==> src/rtl/rr_xe_pkg.sv <==
package rr_xe_pkg;

  typedef enum logic [1:0] {
    XE_IDLE = 2'd0,
    XE_SEND = 2'd1,
    XE_WAIT = 2'd2,
    XE_RESP = 2'd3
  } xe_state_e;

  // modulo wrap for the rotating pointer
  function automatic int rr_wrap(input int value, input int modulus);
    return value % modulus;
  endfunction

  // one-hot from an index
  function automatic logic [31:0] rr_onehot(input int index);
    return 32'd1 << index;
  endfunction

endpackage

==> src/rtl/rr_xe_arbiter.sv <==
module rr_xe_arbiter #(
  parameter int N_REQ = 3,
  parameter int TAG_W = 2
) (
  input  logic             clk,
  input  logic             rst_n,
  input  logic [N_REQ-1:0] req,
  input  logic             advance,
  output logic             any_req,
  output logic [TAG_W-1:0] win_idx
);
  import rr_xe_pkg::*;

  logic [TAG_W-1:0] ptr_q;

  // scan from the pointer upward; the lowest offset is written last and wins
  always_comb begin
    any_req = 1'b0;
    win_idx = ptr_q;
    for (int off = N_REQ - 1; off >= 0; off--) begin
      int cand;
      cand = rr_wrap(int'(ptr_q) + off, N_REQ);
      if (req[cand]) begin
        any_req = 1'b1;
        win_idx = TAG_W'(cand);
      end
    end
  end

  always_ff @(posedge clk) begin
    if (!rst_n) begin
      ptr_q <= '0;
    end else if (advance) begin
      ptr_q <= TAG_W'(rr_wrap(int'(win_idx) + 1, N_REQ));
    end
  end

endmodule

==> src/rtl/rr_xe_timer.sv <==
module rr_xe_timer #(
  parameter int TMO_CYCLES = 64,
  parameter int CNT_W      = 7
) (
  input  logic clk,
  input  logic rst_n,
  input  logic load,
  input  logic run,
  output logic expire
);
  logic [CNT_W-1:0] cnt_q;

  assign expire = run && (cnt_q == '0);

  always_ff @(posedge clk) begin
    if (!rst_n) begin
      cnt_q <= '0;
    end else if (load) begin
      cnt_q <= CNT_W'(TMO_CYCLES - 1);
    end else if (run && cnt_q != '0) begin
      cnt_q <= cnt_q - 1'b1;
    end
  end

endmodule

==> src/rtl/rr_xe_ctrl.sv <==
module rr_xe_ctrl (
  input  logic                  clk,
  input  logic                  rst_n,
  input  logic                  any_req,
  input  logic                  tx_ready,
  input  logic                  rsp_valid,
  input  logic                  tmo_expire,
  output rr_xe_pkg::xe_state_e  state,
  output logic                  accept,
  output logic                  fin_rsp,
  output logic                  fin_tmo,
  output logic                  busy
);
  import rr_xe_pkg::*;

  xe_state_e state_q, state_d;

  assign state = state_q;
  assign busy  = (state_q == XE_SEND) || (state_q == XE_WAIT);

  always_comb begin
    state_d = state_q;
    accept  = 1'b0;
    fin_rsp = 1'b0;
    fin_tmo = 1'b0;
    unique case (state_q)
      XE_IDLE: if (any_req) begin
        accept  = 1'b1;
        state_d = XE_SEND;
      end
      XE_SEND: if (tmo_expire) begin
        fin_tmo = 1'b1;
        state_d = XE_RESP;
      end else if (tx_ready) begin
        state_d = XE_WAIT;
      end
      XE_WAIT: if (rsp_valid) begin
        fin_rsp = 1'b1;
        state_d = XE_RESP;
      end else if (tmo_expire) begin
        fin_tmo = 1'b1;
        state_d = XE_RESP;
      end
      XE_RESP: state_d = XE_IDLE;
      default: state_d = XE_IDLE;
    endcase
  end

  always_ff @(posedge clk) begin
    if (!rst_n) state_q <= XE_IDLE;
    else        state_q <= state_d;
  end

endmodule

==> src/rtl/rr_xact_engine.sv <==
module rr_xact_engine #(
  parameter int N_REQ      = 3,
  parameter int DATA_W     = 16,
  parameter int TMO_CYCLES = 64,
  localparam int TAG_W     = (N_REQ > 1) ? $clog2(N_REQ) : 1,
  localparam int CNT_W     = $clog2(TMO_CYCLES + 1)
) (
  input  logic                    clk,
  input  logic                    rst_n,
  input  logic [N_REQ-1:0]        req_valid,
  input  logic [N_REQ*DATA_W-1:0] req_data,
  output logic [N_REQ-1:0]        req_grant,
  output logic                    tx_valid,
  output logic [DATA_W-1:0]       tx_data,
  output logic [TAG_W-1:0]        tx_tag,
  input  logic                    tx_ready,
  input  logic                    rsp_valid,
  input  logic [DATA_W-1:0]       rsp_data,
  output logic [N_REQ-1:0]        done,
  output logic [DATA_W-1:0]       done_data,
  output logic                    done_timeout
);
  import rr_xe_pkg::*;

  // named internal events, visible to the bound checker
  logic             any_req;
  logic [TAG_W-1:0] win_idx;
  logic             accept;
  logic             fin_rsp;
  logic             fin_tmo;
  logic             xact_busy;
  logic             tmo_expire;
  logic             eng_idle;
  logic             xact_wait;
  xe_state_e        state;

  logic [N_REQ-1:0]  grant_q;
  logic [DATA_W-1:0] pkt_q;
  logic [TAG_W-1:0]  tag_q;
  logic [DATA_W-1:0] rsp_q;
  logic              tmo_q;

  rr_xe_arbiter #(.N_REQ(N_REQ), .TAG_W(TAG_W)) u_arb (
    .clk     (clk),
    .rst_n   (rst_n),
    .req     (req_valid),
    .advance (accept),
    .any_req (any_req),
    .win_idx (win_idx)
  );

  rr_xe_timer #(.TMO_CYCLES(TMO_CYCLES), .CNT_W(CNT_W)) u_tmr (
    .clk    (clk),
    .rst_n  (rst_n),
    .load   (accept),
    .run    (xact_busy),
    .expire (tmo_expire)
  );

  rr_xe_ctrl u_ctrl (
    .clk        (clk),
    .rst_n      (rst_n),
    .any_req    (any_req),
    .tx_ready   (tx_ready),
    .rsp_valid  (rsp_valid),
    .tmo_expire (tmo_expire),
    .state      (state),
    .accept     (accept),
    .fin_rsp    (fin_rsp),
    .fin_tmo    (fin_tmo),
    .busy       (xact_busy)
  );

  assign eng_idle  = (state == XE_IDLE);
  assign xact_wait = (state == XE_WAIT);

  always_ff @(posedge clk) begin
    if (!rst_n) begin
      grant_q <= '0;
      pkt_q   <= '0;
      tag_q   <= '0;
      rsp_q   <= '0;
      tmo_q   <= 1'b0;
    end else begin
      grant_q <= accept ? N_REQ'(rr_onehot(int'(win_idx))) : '0;
      if (accept) begin
        pkt_q <= req_data[int'(win_idx)*DATA_W +: DATA_W];
        tag_q <= win_idx;
      end
      if (fin_rsp) begin
        rsp_q <= rsp_data;
        tmo_q <= 1'b0;
      end else if (fin_tmo) begin
        rsp_q <= '0;
        tmo_q <= 1'b1;
      end
    end
  end

  assign req_grant    = grant_q;
  assign tx_valid     = (state == XE_SEND);
  assign tx_data      = pkt_q;
  assign tx_tag       = tag_q;
  assign done         = (state == XE_RESP) ? N_REQ'(rr_onehot(int'(tag_q))) : '0;
  assign done_data    = rsp_q;
  assign done_timeout = (state == XE_RESP) && tmo_q;

endmodule

==> config.mk <==
export PLATFORM = sky130hd
export DESIGN_NAME = rr_xact_engine
export DESIGN_NICKNAME = d
export VERILOG_FILES = /design/src/rtl/rr_xe_pkg.sv /design/src/rtl/rr_xe_arbiter.sv /design/src/rtl/rr_xe_timer.sv /design/src/rtl/rr_xe_ctrl.sv /design/src/rtl/rr_xact_engine.sv
export SDC_FILE = /design/constraint.sdc
export NUM_CORES = 1
export LEC_CHECK = 0
export ABC_AREA = 0
export CAP_MARGIN = 10
export CORE_MARGIN = 3
export CORE_UTILIZATION = 47
export DETAILED_ROUTE_END_ITERATION = 6
export PLACE_DENSITY = 0.86
export SYNTH_ARGS = -nofsm -noshare
export SYNTH_HDL_FRONTEND = slang
export SYNTH_SLANG_ARGS = --single-unit
==> constraint.sdc <==
create_clock -name clk -period 3.7 [get_ports clk]
set_input_delay 0.555 -clock clk [delete_from_list [all_inputs] [get_ports clk]]
set_output_delay 0.555 -clock clk [all_outputs]
set_load 0.1 [all_outputs]
==> results.toml, run 1 <==
[finish]
fillers = 432
register_area_um2 = 981
syn2layout_area_growth_pct = 41.7
diodes = 0
final_layout_size_suffix_gt1_frac = 0.0766
layout_commonest_cell = "clkdlybuf4s50_1"
utilization = 0.708
final_nets = 512
multi_input_area_um2 = 1580
layout_common_cells = "clkdlybuf4s50_1 (109), dfxtp_1 (49), nor2_1 (39)"

[clock_network]
cts.htree.levels = 2
cts_setup_buffers = 0
cts_tree = "done"
cts_root_buf = "clkbuf_8"
numClockSinks = 49
cts_made_buffers = 5
path_clk_slew_ps = 90
ctsHoldBuffers = 0
ctsResizeCount = 0
clock_path_buffers = 2
clock_latency_ps = 300

[logic_synthesis]
syn_area_per_cell_um2 = 8.46
synth_top_family_by_area = "compound AO/OA/AOI/OAI gates"
synth_compound_area_frac = 0.241
netlist_area_um2 = 2820
yosysUniqueCellTypes = 50
synth-simple-area-share = 0.234
synth_top_area_frac = 0.348
ys.flop_type = "dfxtp_1"
yosysSeqAreaShare = 0.348
yosysTopAreaCell = "dfxtp_1"
synth_fa_ha_area_frac = 0.0488
syn-num-nets = 415
yosys_warnings = 0
yosys-top-cells-area = "dfxtp_1 (35%), a22oi_1 (8.0%), nand3_1 (6.6%), nor2_1 (5.2%), ha_1 (4.9%)"
synth_seq_cells = 49
synthMuxAreaShare = 0.0178
synth_edf_count = 0
synth_xor_area_frac = 0.0187
synthCells = 333
synthArstFlopShare = 0

[worst_setup_path]
cp_max_fo = 13
cp_slowest_cell = "nor2b_1"
r2r_cells = 8
path_class = "reg -> reg"
critical_path.cell_chain = "inv_1 > ha_1 > a22oi_1 > o22ai_2 > nor4_1 > nor2b_1 > nand2_1 > o31ai_2"
worstSetupEndpointType = "flop"
cp_data_arrival_time_ps = 3280
worst_r2r_startpoint = "u_arb.ptr_q[0]"
critPathLaunchType = "flop"
rr_endpoint = "tx_data[6]"
critPathMaxStageDelay_ps = 550
regToRegSetupSlack_ps = 630
cp_data_required_time_ps = 3910

[place]
place.gp.congestion = 0.890
pre_cts_ws_ps = 451
io_buffer_count = 112
post-dp-hpwl_um = 6120

[timing]
finalCritPeriodShare = 0.830
fin_ws_ps = 630
finalClockSkew_ps = 3.03
max_freq_mhz = 326
hold_ws_ps = 486
rsz0062_at_grt = "false"
hold_violations = 0
slew_viol_final = 0
relSlewSlack = 0.229
setup_tns_ps = 0
worstMarginPinSlew_ps = 1150
min_period_ps = 3070
setup_violations = 0

[hold_path]
hold_path_startpoint = "tx_data[0]"
min_path_cells = 2
whs_endpoint = "tx_data[0]"
holdCritPathClass = "reg -> reg"

[global_routing]
grt_pass1_vias = 2824
grtUsageTotal = 0.235
overflow = 0
antenna_found_initial = 0
grt_start_max_net_pins = 31
grt_first_pass_wirelength_um = 13600

[power]
vdd_drop_max_v = 0.000615
power_density_nw_per_um2 = 853
fin_total_pwr_mw = 3.41
p_leak_nw = 1.56

[detailed_routing]
remaining_drc_errors = 0
totalWireLength_um = 8190
wl_per_cell_um = 16.3
dr.pass1.iters = 5
num_vias = 2887
drt_iter0_markers = 192
routed_via_density = 5.74
antenna_left = 0

[run_status]
status = "completed"

[floorplan]
rows = 27
num_io_pins = 113
dieHeight_um = 83.4
coreArea_um2 = 5640
start_util = 0.499
die_w_um = 83.4
die-area_um2 = 6960

[job]
drv_cap = 0
-- logic make-up after synthesis --
kind of cell,Yosys count
xor gates and xnor gates,6
AOI/OAI and AO/OA,84
and+or+nand+nor,126
buffers and inverters,52
DFF,49
muxes,5
adders and majority gates,11
-- per-layer routing --
metal	vias to the layer above	part of all wire	track usage
met5	-	0	0
met4	0	0.029	0.0921
met3	20	0.064	0.0456
met2	124	0.50	0.399
met1	1346	0.41	0.292
li1	1397	-	-
-- worst max path at each step --
stage	start	endpoint	depth (start not counted)
finish	u_arb.ptr_q[0]	tx_data[6]	8
global route	u_arb.ptr_q[0]	tx_data[0]	8
CTS	u_arb.ptr_q[0]	tx_data[6]	8
detailed placement	req_valid[2]	tx_data[6]	7
global placement	req_valid[1]	tx_data[1]	7
floorplan	tx_tag[0]	done[0]	1
-- stage by stage --
step           std cells  area (um^2)
3_5_place_dp         495         3890
2_1_floorplan        333         2820
6_report             503         3990
3_3_place_gp         495         3890
4_1_cts              503         3990
5_1_grt              503         3990
-- area by class of cell --
cell class / instances / share of cell area
Clock buffer: 7 / 0.0241
Clock inverter: 1 / 0.00125
Inverter: 26 / 0.0244
Multi-Input combinational cell: 232 / 0.395
Sequential cell: 49 / 0.246
Tap cell: 72 / 0.0226
Timing Repair Buffer: 116 / 0.286
-- critical path, delay by kind of cell (launching register included) --
kind / cells / cell delay (ps)
flops: 1 / 400
fa+ha+maj: 1 / 540
buf+inv: 1 / 80
simple gates: 3 / 1150
compound gates: 3 / 820
-- state kept, by name (all words and copies together), names as in the netlist --
register,cells
done_data,16
req_grant,3
tmo_q,1
tx_data,16
tx_tag,2
u_arb.ptr_q,2
u_ctrl.state,2
u_tmr.cnt_q,7
-- Yosys cell counts, types with 3 or more instances --
cell type	number
a31oi_1	7
a21oi_1	11
buf_4	10
inv_1	26
buf_6	3
dfxtp_1	49
nand3_1	37
and3_1	5
o31ai_1	4
xor2_1	4
mux2i_1	5
o221ai_1	5
clkbuf_1	11
nor2_1	39
and4_1	12
a22oi_1	30
ha_1	11
nand2_1	12
o31ai_2	7
nor3_1	4
-- report_power, final --
group,switching (mW),internal (mW),leakage (nW)
clock,0.177,0.169,0.0542
combinational,1.57,0.719,1.10
sequential,0.102,0.671,0.402
total,1.85,1.56,1.56
(Power assumes the default switching activity.)
==> run 2: changes to the inputs <==
--- a/config.mk
+++ b/config.mk
@@ -8,9 +8,9 @@
 export ABC_AREA = 0
 export CAP_MARGIN = 10
 export CORE_MARGIN = 3
-export CORE_UTILIZATION = 47
+export CORE_UTILIZATION = 44
 export DETAILED_ROUTE_END_ITERATION = 6
-export PLACE_DENSITY = 0.86
+export PLACE_DENSITY = 0.81
 export SYNTH_ARGS = -nofsm -noshare
 export SYNTH_HDL_FRONTEND = slang
 export SYNTH_SLANG_ARGS = --single-unit
==> constraint.sdc (replaced) <==
create_clock -name clk -period 2.9 [get_ports clk]
set_input_delay 0.435 -clock clk [delete_from_list [all_inputs] [get_ports clk]]
set_output_delay 0.435 -clock clk [all_outputs]
set_load 0.1 [all_outputs]
==> run 2 against run 1 <==
Compared with the run above: power increased by 27%; final cell count rose by 1.8%; utilization decreased by 5.7 points; largest cell class unchanged; critical endpoint is now tx_data[2]; critical path depth stayed put.
==> results.toml, run 2 (synthesized netlist as in run 1, its figures left out) <==
[power]
p_leak_nw = 1.65
vdd_drop_max_v = 0.000764
sw_frac_of_total = 0.545
p_clk_frac = 0.094
intPower_mw = 1.97
power_density_nw_per_um2 = 1100
seq_power_share = 0.229
p_switching_mw = 2.36
fin_total_pwr_mw = 4.33
power_frac_comb = 0.677

[timing]
slew_viol_final = 0
setup_violations = 0
rsz0062_at_grt = "false"
min_period_ps = 2630
finalCritPeriodShare = 0.906
max_freq_mhz = 380
setup_tns_ps = 0
hold_violations = 0
finalClockSkew_ps = 10.3
relSlewSlack = 0.223
worstMarginPinSlew_ps = 1160

[global_routing]
grtUsageTotal = 0.221
grt_pass1_vias = 2822
antenna_found_initial = 0
grt_first_pass_wirelength_um = 13400
grt_start_max_net_pins = 20
overflow = 0

[clock_network]
clock_latency_ps = 300
clock_path_buffers = 2
ctsHoldBuffers = 0
numClockSinks = 49
cts_tree = "done"
path_clk_slew_ps = 90
cts.htree.levels = 2
cts_made_buffers = 5
cts_root_buf = "clkbuf_8"

[place]
io_buffer_count = 112
post-dp-hpwl_um = 6200
place.gp.congestion = 0.926

[worst_setup_path]
critical_path.cell_chain = "inv_1 > ha_1 > a22oi_1 > o22ai_2 > nor4_1 > nor2b_1 > nand2_1 > o31ai_2"
critPathLaunchType = "flop"
path_class = "reg -> reg"
critPathMaxStageDelay_ps = 530
worstSetupEndpointType = "flop"
cp_max_fo = 13
cp_slowest_cell = "ha_1"
cp_data_arrival_time_ps = 2840
r2r_cells = 8
cp_data_required_time_ps = 3110

[finish]
final_layout_size_suffix_gt1_frac = 0.185
layout_common_cells = "clkdlybuf4s50_1 (70), buf_4 (52), dfxtp_1 (49)"
final_nets = 518
syn2layout_area_growth_pct = 40.0
diodes = 0
utilization = 0.651
layout_commonest_cell = "clkdlybuf4s50_1"

[detailed_routing]
routed_via_density = 5.76
totalWireLength_um = 8250
remaining_drc_errors = 0
wl_per_cell_um = 16.1
antenna_left = 0
drt_iter0_markers = 173
dr.pass1.iters = 5
num_vias = 2947

[hold_path]
min_path_cells = 2
holdCritPathClass = "reg -> reg"

[floorplan]
start_util = 0.465
dieHeight_um = 86.0
num_io_pins = 113
die_w_um = 86.0
coreArea_um2 = 6060
rows = 28
die-area_um2 = 7400

[job]
drv_cap = 0

[run_status]
status = "completed"
## run 2: repair_timing
item / CTS / global route
buffers inserted: 0 / 0
setup endpoints to repair: 0 / 4
gates resized for setup: 0 / 2
## run 2: power by group through the flow
stage | clock network (mW) | logic [mW] | registers (mW)
3_5_place_dp | 0 | 2.91 | 0.999
3_3_place_gp | 0 | 2.83 | 0.997
4_1_cts | 0.420 | 2.91 | 0.987
6_report | 0.408 | 2.93 | 0.989
2_1_floorplan | 0 | 1.58 | 1.74
5_1_grt | 0.453 | 3.14 | 1.01
## run 2: metal layers
metal | vias up | global-route usage | part of all wire
li1 | 1412 | - | -
met1 | 1395 | 0.293 | 0.44
met2 | 126 | 0.363 | 0.47
met3 | 14 | 0.0461 | 0.075
met4 | 0 | 0.0619 | 0.014
met5 | - | 0 | 0
## run 2: area by class of cell
type	instances	area [um^2]
fillers	522	2120
clock buffers	5	68.8
repair buffers	122	1090
inverters	26	97.6
flip-flops and latches	49	981
clock inverters	3	21.3
multi-input cells	232	1590
well taps	75	93.8
## run 2: worst paths after layout
check | start | endpoint | slack, ps
worst max-delay path | u_arb.ptr_q[0] | tx_data[2] | 270
worst min-delay path | tx_data[15] | tx_data[15] | 480
worst max register to register | u_arb.ptr_q[0] | tx_data[2] | 270
worst min register to register | tx_data[15] | tx_data[15] | 480
## run 2: worst max-delay path, delay by kind of cell (launching register included)
kind | cells | cell delay [ps]
AO/OA/AOI/OAI | 3 | 840
adder cells (fa/ha/maj) | 1 | 530
buffers and inverters | 1 | 70
flip-flops | 1 | 380
AND/OR/NAND/NOR | 3 | 720
## run 2: stage by stage
| step | instances | worst slack, ps | hold slack (ps) | area (um^2) |
|---|---|---|---|---|
| 2_1_floorplan | 333 | 436 | 463 | 2820 |
| 3_3_place_gp | 504 | 247 | 468 | 3850 |
| 3_5_place_dp | 504 | 203 | 469 | 3850 |
| 4_1_cts | 512 | 265 | 481 | 3940 |
| 5_1_grt | 512 | 54.0 | 501 | 3950 |
| 6_report | 512 | 271 | 479 | 3950 |
==> run 3: changes to the inputs <==
--- a/config.mk
+++ b/config.mk
@@ -7,10 +7,10 @@
 export LEC_CHECK = 0
 export ABC_AREA = 0
 export CAP_MARGIN = 10
-export CORE_MARGIN = 3
+export CORE_MARGIN = 5
 export CORE_UTILIZATION = 44
 export DETAILED_ROUTE_END_ITERATION = 6
-export PLACE_DENSITY = 0.81
+export PLACE_DENSITY = 0.91
 export SYNTH_ARGS = -nofsm -noshare
 export SYNTH_HDL_FRONTEND = slang
 export SYNTH_SLANG_ARGS = --single-unit
==> run 3 against run 2 <==
Compared with the run above: register-to-register slack improved by 20 ps; largest power group unchanged; sequential cell count did not move; global-route usage fell by 1.3 points; clock power up 39%; sequential share of layout area shrank 0.29 points; combinational power about the same; power is 3.8% higher; critical path depth grew 1; non-clock buffer count grew 1; clock skew decreased by 4.4 ps; largest cell class unchanged; first-iteration DRC count increased by 27%.
==> results.toml, run 3 (synthesized netlist as in run 1, its figures left out) <==
[place]
pre_cts_ws_ps = 223
io_buffer_count = 112
place.gp.congestion = 0.982
post-dp-hpwl_um = 6790

[detailed_routing]
drt_iter0_markers = 219
antenna_left = 0
wl_per_cell_um = 16.8
routed_via_density = 5.63
num_vias = 2900
dr.pass1.iters = 4
totalWireLength_um = 8660
remaining_drc_errors = 0

[floorplan]
coreArea_um2 = 6280
start_util = 0.449
die-area_um2 = 8100
rows = 29
num_io_pins = 113
dieHeight_um = 90.0
die_w_um = 90.0

[finish]
fillers = 523
syn2layout_area_growth_pct = 41.7
diodes = 0
layout_commonest_cell = "clkdlybuf4s50_1"
register_area_um2 = 981
final_nets = 519
multi_input_area_um2 = 1580
layout_common_cells = "clkdlybuf4s50_1 (70), buf_4 (53), dfxtp_1 (49)"
final_layout_size_suffix_gt1_frac = 0.183

[power]
p_switching_mw = 2.35
seq_power_share = 0.220
vdd_drop_max_v = 0.000795
p_clk_frac = 0.126
power_frac_comb = 0.653
power_density_nw_per_um2 = 1120
sw_frac_of_total = 0.524
p_leak_nw = 1.68
intPower_mw = 2.14

[worst_setup_path]
worst_r2r_startpoint = "u_arb.ptr_q[1]"
critical_path.cell_chain = "inv_1 > ha_1 > mux2i_1 > or2_2 > o41ai_2 > or2_1 > buf_4 > and4_1 > o31ai_2"
worstSetupEndpointType = "flop"
critPathMaxStageDelay_ps = 450
regToRegSetupSlack_ps = 290
r2r_cells = 9
path_class = "reg -> reg"
critPathLaunchType = "flop"
rr_endpoint = "tx_data[8]"
cp_data_required_time_ps = 3120
critPathTopFamily = "simple AND/OR/NAND/NOR gates"
cp.depth = 9
crit_buf_inv = 2
cp_slowest_cell = "ha_1"
cp_data_arrival_time_ps = 2820
cp_max_fo = 23

[hold_path]
whs_endpoint = "tx_data[0]"
min_path_cells = 2
holdCritPathClass = "reg -> reg"
hold_path_startpoint = "tx_data[0]"

[global_routing]
grtUsageMet1 = 0.241
antenna_found_initial = 0
grt_start_max_net_pins = 24
grtUsageMet3 = 0.0668
top_usage_layer = "met2"
met2_usage = 0.364
overflow = 0
grt_first_pass_wirelength_um = 14300
grtUsageTotal = 0.208
grt_pass1_vias = 2920

[timing]
worstMarginPinSlew_ps = 1040
hold_violations = 0
max_freq_mhz = 384
setup_tns_ps = 0
hold_ws_ps = 487
fin_ws_ps = 293
min_period_ps = 2610
rsz0062_at_grt = "false"
setup_violations = 0
relSlewSlack = 0.300
slew_viol_final = 0
finalClockSkew_ps = 5.85
finalCritPeriodShare = 0.899

[clock_network]
clock_latency_ps = 300
path_clk_slew_ps = 90
ctsResizeCount = 0
ctsHoldBuffers = 0
cts_tree = "done"
cts.htree.levels = 2
cts_root_buf = "clkbuf_8"
numClockSinks = 49
clock_path_buffers = 2
cts_setup_buffers = 0
cts_made_buffers = 5

[job]
drv_cap = 0

[run_status]
status = "completed"
run 3: cell count changes in the layout (fill, tap and decap cells not counted):
cell,before,now
buf_4,52,53
bufinv_16,0,2
clkinvlp_4,1,0
ha_1,10,11
ha_2,1,0
inv_6,1,0
nor3_1,3,4
nor3_2,1,0
run 3: cell type report:
| cell class | count | share of cell area |
|---|---|---|
| clock buffers | 5 | 0.0172 |
| clock inverters | 3 | 0.0163 |
| inverters | 26 | 0.0245 |
| multi-input cells | 232 | 0.397 |
| flip-flops and latches | 49 | 0.246 |
| well taps | 77 | 0.0241 |
| repair buffers | 123 | 0.275 |
run 3: power groups by stage:
| stage | Sequential, mW | Clock (mW) | Combinational, mW |
|---|---|---|---|
| detailed placement | 0.998 | 0 | 2.91 |
| floorplan | 1.74 | 0 | 1.58 |
| global placement | 0.992 | 0 | 2.85 |
| CTS | 0.988 | 0.578 | 2.93 |
| global route | 1.01 | 0.601 | 3.16 |
| finish | 0.989 | 0.567 | 2.93 |
run 3: worst max-delay path by stage:
stage                     slack (ps)           start           to
final                            290  u_arb.ptr_q[1]   tx_data[8]
after detailed placement         220    req_valid[1]   tx_data[8]
after global placement           310    req_valid[1]   tx_data[9]
after global routing              30  u_arb.ptr_q[0]  tx_data[14]
after CTS                        290  u_arb.ptr_q[0]  tx_data[13]
after floorplan                  440       tx_tag[1]      done[0]
run 3: metrics by stage:
stage | cell area [um^2] | power, mW | utilization | std cells
after detailed placement | 3860 | 3.91 | 0.615 | 507
after CTS | 3990 | 4.49 | 0.636 | 515
after floorplan | 2820 | 3.32 | - | 333
after global placement | 3860 | 3.85 | 0.615 | 507
after global routing | 3990 | 4.77 | 0.636 | 515
final | 3990 | 4.49 | 0.636 | 515
run 3: worst reg2reg max path: stages (launching register included):
cell and delay [ps]:
dfxtp_1 370, inv_1 80, ha_1 450, mux2i_1 300
or2_2 290, o41ai_2 120, or2_1 290, buf_4 230
and4_1 180, o31ai_2 220
run 3: layer usage:
metal | part of all wire | up-vias
met5 | 0 | -
met4 | 0.026 | 0
met3 | 0.081 | 17
met2 | 0.51 | 107
met1 | 0.38 | 1365
li1 | - | 1411
